--- src/rtl/yuv_pair_pkg.sv ---
package yuv_pair_pkg;

    // Position inside a chroma/luma pair
    typedef enum logic {
        PH_FIRST  = 1'b0,
        PH_SECOND = 1'b1
    } pair_phase_e;

    // Byte order on the camera bus
    typedef enum logic {
        ORD_CHROMA_FIRST = 1'b0,
        ORD_LUMA_FIRST   = 1'b1
    } byte_order_e;

endpackage

--- src/rtl/yuv_line_edge.sv ---
module yuv_line_edge (
    input  logic clk,
    input  logic rst_n,
    input  logic line_active,
    output logic line_start,
    output logic line_end
);

    logic act_d, act_q;

    always_comb begin
        act_d      = line_active;
        line_start = line_active && !act_q;
        line_end   = !line_active && act_q;
    end

    always_ff @(posedge clk) begin
        if (!rst_n) act_q <= 1'b0;
        else        act_q <= act_d;
    end

endmodule

--- src/rtl/yuv_code_check.sv ---
module yuv_code_check #(
    parameter int DATA_W = 8
) (
    input  logic              clk,
    input  logic              rst_n,
    input  logic              accept,
    input  logic [DATA_W-1:0] byte_in,
    output logic              reserved_hit
);

    localparam int NUM_CODES = 2;
    localparam logic [DATA_W-1:0] CODE_TAB [NUM_CODES] = '{
        {DATA_W{1'b0}}, {DATA_W{1'b1}}
    };

    logic [NUM_CODES-1:0] match;
    logic hit_d, hit_q;

    for (genvar g = 0; g < NUM_CODES; g++) begin : g_code
        assign match[g] = (byte_in == CODE_TAB[g]);
    end

    always_comb begin
        hit_d = accept && (|match);
    end

    always_ff @(posedge clk) begin
        if (!rst_n) hit_q <= 1'b0;
        else        hit_q <= hit_d;
    end

    assign reserved_hit = hit_q;

endmodule

--- src/rtl/yuv_pair_core.sv ---
module yuv_pair_core
    import yuv_pair_pkg::*;
#(
    parameter int DATA_W = 8,
    localparam int WORD_W = 2 * DATA_W
) (
    input  logic              clk,
    input  logic              rst_n,
    input  logic              accept,
    input  logic [DATA_W-1:0] byte_in,
    input  byte_order_e       order,
    input  logic              line_start,
    input  logic              line_end,
    output logic              word_valid,
    output logic [WORD_W-1:0] word_data,
    output logic              chroma_is_v,
    output logic              line_error
);

    typedef struct packed {
        pair_phase_e       phase;
        logic [DATA_W-1:0] held;
        logic              v_next;
        logic              out_valid;
        logic [WORD_W-1:0] out_word;
        logic              out_v;
        logic              err;
    } core_t;

    core_t       st_d, st_q;
    pair_phase_e ph;
    logic        vsel;

    always_comb begin
        st_d           = st_q;
        st_d.out_valid = 1'b0;
        st_d.err       = 1'b0;

        // a new line always begins on the first byte of a pair, with U
        ph   = line_start ? PH_FIRST : st_q.phase;
        vsel = line_start ? 1'b0     : st_q.v_next;
        st_d.phase  = ph;
        st_d.v_next = vsel;

        if (accept) begin
            if (ph == PH_FIRST) begin
                st_d.held  = byte_in;
                st_d.phase = PH_SECOND;
            end else begin
                st_d.phase     = PH_FIRST;
                st_d.out_valid = 1'b1;
                st_d.out_v     = vsel;
                st_d.v_next    = !vsel;
                if (order == ORD_LUMA_FIRST) st_d.out_word = {st_q.held, byte_in};
                else                         st_d.out_word = {byte_in, st_q.held};
            end
        end

        // line closes: a waiting half-pair is dropped and reported
        if (line_end) begin
            st_d.err   = (st_q.phase == PH_SECOND);
            st_d.phase = PH_FIRST;
        end
    end

    always_ff @(posedge clk) begin
        if (!rst_n) st_q <= '0;
        else        st_q <= st_d;
    end

    assign word_valid  = st_q.out_valid;
    assign word_data   = st_q.out_word;
    assign chroma_is_v = st_q.out_v;
    assign line_error  = st_q.err;

endmodule

--- src/rtl/yuv_pair_packer.sv ---
module yuv_pair_packer
    import yuv_pair_pkg::*;
#(
    parameter int DATA_W = 8,
    localparam int WORD_W = 2 * DATA_W
) (
    input  logic              clk,
    input  logic              rst_n,
    input  logic              byte_valid,
    input  logic              line_active,
    input  logic [DATA_W-1:0] byte_data,
    input  logic              order_swap,
    output logic              word_valid,
    output logic [WORD_W-1:0] word_data,
    output logic              chroma_is_v,
    output logic              line_error,
    output logic              reserved_hit
);

    logic        accept;
    logic        line_start, line_end;
    byte_order_e order;

    assign accept = byte_valid && line_active;
    assign order  = order_swap ? ORD_LUMA_FIRST : ORD_CHROMA_FIRST;

    yuv_line_edge u_edge (
        .clk         (clk),
        .rst_n       (rst_n),
        .line_active (line_active),
        .line_start  (line_start),
        .line_end    (line_end)
    );

    yuv_code_check #(.DATA_W(DATA_W)) u_code (
        .clk          (clk),
        .rst_n        (rst_n),
        .accept       (accept),
        .byte_in      (byte_data),
        .reserved_hit (reserved_hit)
    );

    yuv_pair_core #(.DATA_W(DATA_W)) u_core (
        .clk         (clk),
        .rst_n       (rst_n),
        .accept      (accept),
        .byte_in     (byte_data),
        .order       (order),
        .line_start  (line_start),
        .line_end    (line_end),
        .word_valid  (word_valid),
        .word_data   (word_data),
        .chroma_is_v (chroma_is_v),
        .line_error  (line_error)
    );

endmodule

--- config.mk ---
export PLATFORM = sky130hd
export DESIGN_NAME = yuv_pair_packer
export DESIGN_NICKNAME = d
export VERILOG_FILES = /design/src/rtl/yuv_pair_pkg.sv /design/src/rtl/yuv_line_edge.sv /design/src/rtl/yuv_code_check.sv /design/src/rtl/yuv_pair_core.sv /design/src/rtl/yuv_pair_packer.sv
export SDC_FILE = /design/constraint.sdc
export NUM_CORES = 1
export LEC_CHECK = 0
export ABC_AREA = 1
export ABC_CLOCK_PERIOD_IN_PS = 1500
export BUFFER_PORTS_ARGS = -buffer_cell sky130_fd_sc_hd__buf_2
export CORE_ASPECT_RATIO = 1.2
export CORE_UTILIZATION = 30
export CTS_CLUSTER_DIAMETER = 150
export CTS_CLUSTER_SIZE = 28
export DETAILED_ROUTE_END_ITERATION = 10
export GPL_TIMING_DRIVEN = 0
export PLACE_DENSITY = 0.56
export SETUP_SLACK_MARGIN = 0.15
export SYNTH_ARGS = -nofsm -noshare
export SYNTH_HDL_FRONTEND = slang
export SYNTH_SLANG_ARGS = --single-unit
--- constraint.sdc ---
create_clock -name clk -period 1.5 [get_ports clk]
set_input_delay 0.15 -clock clk [delete_from_list [all_inputs] [get_ports clk]]
set_output_delay 0.15 -clock clk [all_outputs]
set_load 0.02 [all_outputs]
## Word-level counts from Yosys, hierarchy flattened

Index checks and enable logic that the tools add are counted.

| storage, ports and cells | value |
|---|---|
| flip-flop bits (word level) | 31 |
| output and inout bits | 20 |
| word-level logic and storage cells | 34 |

| operators by class | value |
|---|---|
| equality and inequality tests | 1 |
| mux-type cells | 8 |
| bitwise gates (word level) | 2 |
| reductions and logical operators | 14 |

Operators with widths:

| operator | number |
|---|---|
| $mux 28 | 1 |
| $mux 19 | 1 |
| $mux 16 | 1 |
| $eq 8x8->1 const B | 1 |
| $logic_not 8->1 | 1 |
| $mux 8 | 1 |
| $reduce_and 2->1 | 4 |
| $logic_and 1x1->1 | 4 |
| $mux 1 | 4 |
| $reduce_or 2->1 | 2 |
| $logic_not 1->1 | 3 |
| $not 1->1 | 2 |

## Longest topological paths before layout

Gate-level depths: netlist of run 1.

| logic depth | value |
|---|---|
| depth after elaboration | 6 |
| mapped depth | 8 |
| depth with buffers taken out | 6 |

## Hierarchy

A second synthesis of run 1 with hierarchy kept.

| unflattened totals | value |
|---|---|
| cells, all modules | 246 |
| area, all modules | 1,702.9 um^2 |

By module, submodules not included:

| module | times used | cells an instance | area an instance (um^2) | sequential area each (um^2) |
|---|---|---|---|---|
| yuv_pair_core | 1 | 212 | 1,535.2 | 580.6 |
| yuv_code_check | 1 | 25 | 115.1 | 20.0 |
| yuv_line_edge | 1 | 7 | 45.0 | 20.0 |
| yuv_pair_packer | 1 | 2 | 7.5 | 0.0 |

## Worst setup path before layout of run 1

No wires, ideal clock.

| timing | value |
|---|---|
| kind | reg2reg |
| from | reg u_edge.act_q |
| to | reg u_core.st_q[27] (netlist bit) |
| setup time | 118 ps |
| data arrival time | 1,155 ps |
| slack | 227 ps |
| cell stages (with the launch flop) | 8 |
| buffers on the path | 1 |
| cells stage by stage | dfxtp_1 -> inv_1 -> a21oi_1 -> inv_1 -> ha_1 -> buf_4 -> o21ai_1 -> a21oi_1 |

| between the ends | value |
|---|---|
| word-level cells in the longest chain between the ends | 5 |

RTL lines:

| item | line | text |
|---|---|---|
| from (decl) | yuv_line_edge.sv:9 | `logic act_d, act_q;` |
| from (signal assigned) | yuv_line_edge.sv:19 | `else act_q <= act_d;` |
| $logic_not 1->1 | yuv_line_edge.sv:13 | `line_start = line_active && !act_q;` |
| $logic_and 1x1->1 | yuv_line_edge.sv:13 |  |
| $mux 1 | yuv_pair_core.sv:40 | `ph = line_start ? PH_FIRST : st_q.phase;` |
| named net u_core.ph | yuv_pair_core.sv:31 | `pair_phase_e ph;` |
| $not 1->1 (no source line) | n/a |  |
| $reduce_and 2->1 (no source line) | n/a |  |
| to (signal assigned) | yuv_pair_core.sv:68 | `else st_q <= st_d;` |
| to (decl) | yuv_pair_core.sv:30 | `core_t st_d, st_q;` |

The timed path passes the listed nets, and every way through them passes these cells.
A chain may end at the register's enable or synchronous reset.

## Worst setup path after layout of run 1

| timing | value |
|---|---|
| from | reg u_core.st_q[28] (netlist bit) |
| to | reg u_core.st_q, in the netlist u_core.word_data[3] |

| between the ends | value |
|---|---|
| word-level cells in the longest chain between the ends | 2 |

RTL lines:

| item | line |
|---|---|
| $mux 1 | yuv_pair_core.sv:40 |
| named net u_core.ph | yuv_pair_core.sv:31 |
| $reduce_and 2->1 (no source line) | n/a |

The timed path passes the listed nets, and every way through them passes these cells.

==> flow_summary.toml, run 1 <==
[run_status]
status = "finished with violations"
violations = "design-rule violations"

[route]
num_vias = 1400
first_iter_violations = 53
wl_per_cell_um = 12.4
ant_nets = 0
drt-pass1-iter-count = 7
viasPerCell = 4.52
finalWirelength_um = 3840
drc = 3

[clocking]
clk_latency_ns = 0.29
cts_sinks = 31
cts_inserted_buffers = 5
cts_root_buffer = "clkbuf_8"
cts_hold_buf = 0
cts_tree = "done"
path_clk_slew_ns = 0.07
h-tree-depth = 2
cts_buffer_depth = 2

[die]
rows = 29
fp.dieH_um = 84.5
start_util_pct = 31.7
top_level_ports = 33
die_x_um = 70.7
dieArea_um2 = 5970
design.core.area_um2 = 5370

[worst_setup_path]
required_ns = 1.69
cpMaxStageDelayCell = "dfxtp_2"
worst-path-buf-inv = 4
start_kind = "register"
criticalPathCategory = "register to register"
path_delay_family = "buffers and inverters"
cp_max_fo = 5
critPathMaxStageDelay_ns = 0.32
crit_path_end_kind = "register"
cp.arrival_ns = 1.47
crit_chain = "inv_1, a21oi_4, ha_4, clkbuf_16, clkbuf_16, o211ai_1, inv_2"
crit_path_frequent_cell = "clkbuf_16"

[synth]
seq_area_frac_synth_pct = 36.5
syn_nets = 220
postSynthCellCount = 205
yosys.area.top_type = "dfxtp_1"
yosys_register_bits = 31
avgSynthCellArea_um2 = 8.29
synth_area_leaders = "dfxtp_1 (36%), buf_4 (8.4%), nand2_1 (8.4%)"
ys_types = 23
syn-cell-area_um2 = 1700
synth_top_area_share_pct = 36.5
yosysWarnings = 0

[sta]
hold_viol_final = 0
fin_setup_tns_ns = 0
worst-slew-pin-transition_ns = 0.199
skew_ns = 0.00946
fmax_mhz = 781
layout_min_cycle_time_ns = 1.28
slew_violations = 0
timing.slew.headroom_pct = 86.7
setup_viol = 0
rsz0062_at_grt = "false"
min_period_over_period_pct = 85.3

[place]
gp_congestion = 0.834
port_buffers = 30
dpl.cell_count = 297
dp_hpwl_um = 2600

[global_route]
grt_pass1_wl_um = 6110
grt.total_usage_pct = 13.4
grt-ovfl-total = 0
grt_antenna_before_repair = 0
grt_max_degree = 11
first_global_vias = 1278

[cells_and_area]
instances_no_fill = 310
layout.filler_cells = 542
final_common_cell = "nand2_1"
multi_input_area_um2 = 764
syn2layout_area_growth_pct = 30.8
layout_common_cells = "nand2_1 (38), buf_2 (30), dfxtp_1 (29)"
n_antenna_cell = 0
drive_above_1_share_pct = 49.6
final_util_pct = 41.4
regArea_um2 = 623
nets = 262

[power]
power.density_nw_per_um2 = 895
p_leak_nw = 1.05
irDropWorstVdd_uv = 501

[flow_run]
max_cap_violations = 0

[min_path]
hold_path_class = "input port to register"
[sequential cells by signal, indices dropped and copies added, names as in the netlist]
register and cells:
u_core.chroma_is_v 1, u_core.st_q 10, u_edge.act_q 1, u_core.line_error 1
u_core.word_data 16, u_core.word_valid 1, u_code.reserved_hit 1
[path summary, 6_finish.rpt]
path	end	slack, ns	startpoint	depth (start not counted)
max	u_core.word_data[3]	0.22	u_core.st_q[28]	7
min	u_edge.act_q	0.12	line_active	3
max reg2reg	u_core.word_data[3]	0.22	u_core.st_q[28]	7
min reg2reg	u_core.word_data[1]	0.49	u_core.word_data[1]	2
[power by group]
group,switching (mW),total (mW),internal [mW]
registers,0.0201,0.872,0.852
clock network,0.332,0.869,0.537
logic,0.145,0.251,0.105
total,0.497,1.99,1.49
[per-stage QoR]
stage | worst slack (ns) | power, mW | area (µm²) | hold WS, ns
after floorplan | 0.227 | 1.05 | 1700 | 0.243
after global placement | 0.0731 | 1.11 | 1930 | 0.392
after detailed placement | 0.0541 | 1.11 | 1930 | 0.392
after CTS | 0.153 | 1.98 | 2050 | 0.103
after global routing | 0.156 | 2.07 | 2220 | 0.141
final | 0.220 | 1.99 | 2220 | 0.122
[Yosys cell counts]
library cell and count:
a21oi_1 11, buf_12 3, buf_4 19, buf_6 3, buf_8 1, clkbuf_4 1
dfxtp_1 31, ha_1 2, inv_1 19, inv_2 14, inv_8 1, nand2_1 38
nand2_2 10, nand3_1 6, nand3_2 10, nand4_1 1, nor2_1 7, nor3_1 1
o211ai_1 5, o211ai_2 11, o21ai_0 6, o21ai_1 4, o21bai_1 1
[logic make-up (layout without fill, tap and decap cells)]
kind of cell	Yosys count	count (layout)	share of synthesized area, %
compound gates	38	38	16.9
fa+ha+maj	2	2	1.47
buf+inv	61	104	23.2
flops	31	31	36.5
simple gates	73	73	21.9
[area by class of cell]
class	count	share of cell area, %
Clock buffer	6	3.71
Clock inverter	2	1.57
Multi-Input combinational cell	113	34.4
Timing Repair Buffer	35	10.8
Tap cell	62	3.49
Sequential cell	31	28.0
Buffer	27	12.0
Inverter	34	6.07
[metal layers]
metal,track usage (%),vias to the layer above,wire [µm]
met4,6.00,0,93
met3,3.24,7,137
li1,-,723,-
met1,16.8,638,1760
met5,0,-,0
met2,21.8,32,1840
[tightest hold or removal path: cells and delay by family]
kind | cells | cell delay (ns)
AND/OR/NAND/NOR | 1 | 0.06
buffers and inverters | 2 | 0.17
[timing repair]
action | in CTS | in global routing
setup buffers | 0 | 2
gates cloned | 0 | 3
endpoints found under the hold margin | 0 | 0
pin swaps | 0 | 5
setup endpoints to repair | 23 | 19
gates resized for setup | 3 | 15
No activity file was read; power rests on OpenSTA's default activity.
==> inputs of run 2 (changes only) <==
--- a/config.mk
+++ b/config.mk
@@ -9,12 +9,12 @@
 export ABC_CLOCK_PERIOD_IN_PS = 1500
 export BUFFER_PORTS_ARGS = -buffer_cell sky130_fd_sc_hd__buf_2
 export CORE_ASPECT_RATIO = 1.2
-export CORE_UTILIZATION = 30
+export CORE_UTILIZATION = 47
+export CTS_BUF_LIST = sky130_fd_sc_hd__clkbuf_8
 export CTS_CLUSTER_DIAMETER = 150
-export CTS_CLUSTER_SIZE = 28
 export DETAILED_ROUTE_END_ITERATION = 10
 export GPL_TIMING_DRIVEN = 0
-export PLACE_DENSITY = 0.56
+export PLACE_DENSITY = 0.77
 export SETUP_SLACK_MARGIN = 0.15
 export SYNTH_ARGS = -nofsm -noshare
 export SYNTH_HDL_FRONTEND = slang
==> run 2 against run 1 <==
Compared with the run above:
- the flow still finishes with violations (design-rule violations)
- first-iteration DRC count shrank 13%
- count of clock-buffer cells in the layout up 1
- total power shrank 8.4%
- final area decreased by 6.4%
- non-clock buffer count shrank 3
- combinational power shrank 6%
- sequential share of layout area rose by 1.9 points
- fmax down 1.3%
- hold slack better by 0.027 ns
- critical path depth grew 1
- clock power decreased by 18%
- wire length shrank 10%
- critical path type unchanged
- critical endpoint is now u_core.word_data[6]
- highest routed layer unchanged
==> flow_summary.toml, run 2 (synthesis gave the netlist of run 1 again) <==
[power]
irDropWorstVdd_uv = 700
power_switching_uw = 462
combinationalPowerShare_pct = 13.0
power.density_nw_per_um2 = 876
p_leak_nw = 1.01
p_seq_share_pct = 47.8
p_clk_share_pct = 39.2
internal_power_mw = 1.36
swShare_pct = 25.3

[cells_and_area]
syn2layout_area_growth_pct = 22.4
layout_common_cells = "nand2_1 (38), buf_2 (30), dfxtp_1 (30)"
nets = 259
n_antenna_cell = 0
drive_above_1_share_pct = 49.0
largest_register_ffs = 16
final_common_cell = "nand2_1"

[sta]
fmax_mhz = 771
worst-slew-pin-transition_ns = 0.190
hold_viol_final = 0
fin_setup_tns_ns = 0
timing.slew.headroom_pct = 87.3
fin_ws_ns = 0.203
setup_viol = 0
min_period_over_period_pct = 86.5
skew_ns = 0.00597
rsz0062_at_grt = "true"
slew_violations = 0
layout_min_cycle_time_ns = 1.30

[route]
num_vias = 1381
first_iter_violations = 46
ant_nets = 0
drt-pass1-iter-count = 7
drc = 8
wl_per_cell_um = 12.2
finalWirelength_um = 3440
viasPerCell = 4.90

[clocking]
h-tree-depth = 2
cts_tree = "done"
path_clk_slew_ns = 0.06
cts_root_buffer = "clkbuf_8"
cts_sinks = 31
cts_inserted_buffers = 5
cts_buffer_depth = 2
clk_latency_ns = 0.28

[worst_setup_path]
criticalPathCategory = "register to register"
reg2reg_depth = 8
required_ns = 1.68
cp.arrival_ns = 1.48
cp_max_fo = 8
start_kind = "register"
crit_path_start = "u_core.st_q[28]"
rrSetupSlack_ns = 0.20
r2r_start = "u_core.st_q[28]"
cpMaxStageDelayCell = "dfxtp_1"
critPathMaxStageDelay_ns = 0.33
r2r-end = "u_core.word_data[6]"
crit_path_end_kind = "register"
crit_chain = "inv_1, a21oi_2, ha_2, buf_8, clkbuf_16, nand3_2, o211ai_2, inv_2"
crit_end = "u_core.word_data[6]"

[die]
dieArea_um2 = 3860
start_util_pct = 50.1
die_x_um = 56.9
fp.dieH_um = 67.9
rows = 23
top_level_ports = 33
design.core.area_um2 = 3400

[place]
gp_congestion = 0.866
pre_cts_slack_ns = 0.0563
port_buffers = 30
dp_hpwl_um = 2450

[global_route]
grt_max_degree = 11
first_global_vias = 1200
grt.total_usage_pct = 19.4
grt-ovfl-total = 0
grt_antenna_before_repair = 0
grt_pass1_wl_um = 5490

[run_status]
violations = "design-rule violations"
status = "finished with violations"

[flow_run]
max_cap_violations = 0

[min_path]
hold_path_class = "input port to register"
run 2: per-layer routing:
metal / vias to the layer above / track usage [%] / wire (µm) / part of all wire (%)
li1: 708 / - / - / -
met1: 633 / 22.9 / 1520 / 44
met2: 33 / 33.4 / 1730 / 50
met3: 7 / 5.10 / 132 / 3.8
met4: 0 / 8.23 / 64 / 1.9
met5: - / 0 / 0 / 0
run 2: power by group through the flow:
stage | combinational (mW) | clock, mW | sequential, mW
after CTS | 0.223 | 0.728 | 0.872
after floorplan | 0.160 | 0 | 0.886
after detailed placement | 0.220 | 0 | 0.889
after global placement | 0.216 | 0 | 0.889
final | 0.237 | 0.715 | 0.873
after global routing | 0.257 | 0.768 | 0.875
run 2: what timing repair did:
action                     4_1_cts  5_1_grt
gates resized for setup          3       10
pin swaps                        0        4
buffers inserted                 0        1
setup endpoints to repair       14       14
gates cloned                     0        1
hold buffers                     0        0
run 2: layout make-up:
| type | instances | area (µm²) |
|---|---|---|
| fillers | 293 | 1310 |
| multi-input cells | 113 | 733 |
| flip-flops and latches | 31 | 622 |
| plain buffers | 27 | 263 |
| repair buffers | 32 | 183 |
| inverters | 34 | 135 |
| clock buffers | 7 | 96.3 |
| well taps | 37 | 46.3 |
| clock inverters | 1 | 3.75 |
run 2: how the worst min path moves through the flow:
stage	start	end	slack, ns	cells past startpoint
6_report	line_active	u_edge.act_q	0.15	3
5_1_grt	byte_data[6]	u_core.st_q[26]	0.16	3
4_1_cts	line_active	u_edge.act_q	0.14	3
3_5_place_dp	line_active	u_edge.act_q	0.42	3
3_3_place_gp	line_active	u_edge.act_q	0.39	3
2_1_floorplan	line_active	u_edge.act_q	0.24	2
run 2: critical path: cells and delay by family (launching register included):
| kind | cells | cell delay (ns) |
|---|---|---|
| and+or+nand+nor | 1 | 0.08 |
| DFF | 1 | 0.33 |
| adders and majority gates | 1 | 0.20 |
| buffers and inverters | 4 | 0.40 |
| AOI/OAI and AO/OA | 2 | 0.19 |
run 2: metrics by stage:
stage / instance area, µm² / total power [mW] / utilization [%] / instances / hold WS (ns)
2_1_floorplan: 1700 / 1.05 / - / 205 / 0.243
3_3_place_gp: 1900 / 1.10 / 55.9 / 272 / 0.389
3_5_place_dp: 1900 / 1.11 / 55.9 / 272 / 0.421
4_1_cts: 2000 / 1.82 / 59.0 / 280 / 0.140
5_1_grt: 2080 / 1.90 / 61.3 / 282 / 0.159
6_report: 2080 / 1.82 / 61.3 / 282 / 0.149
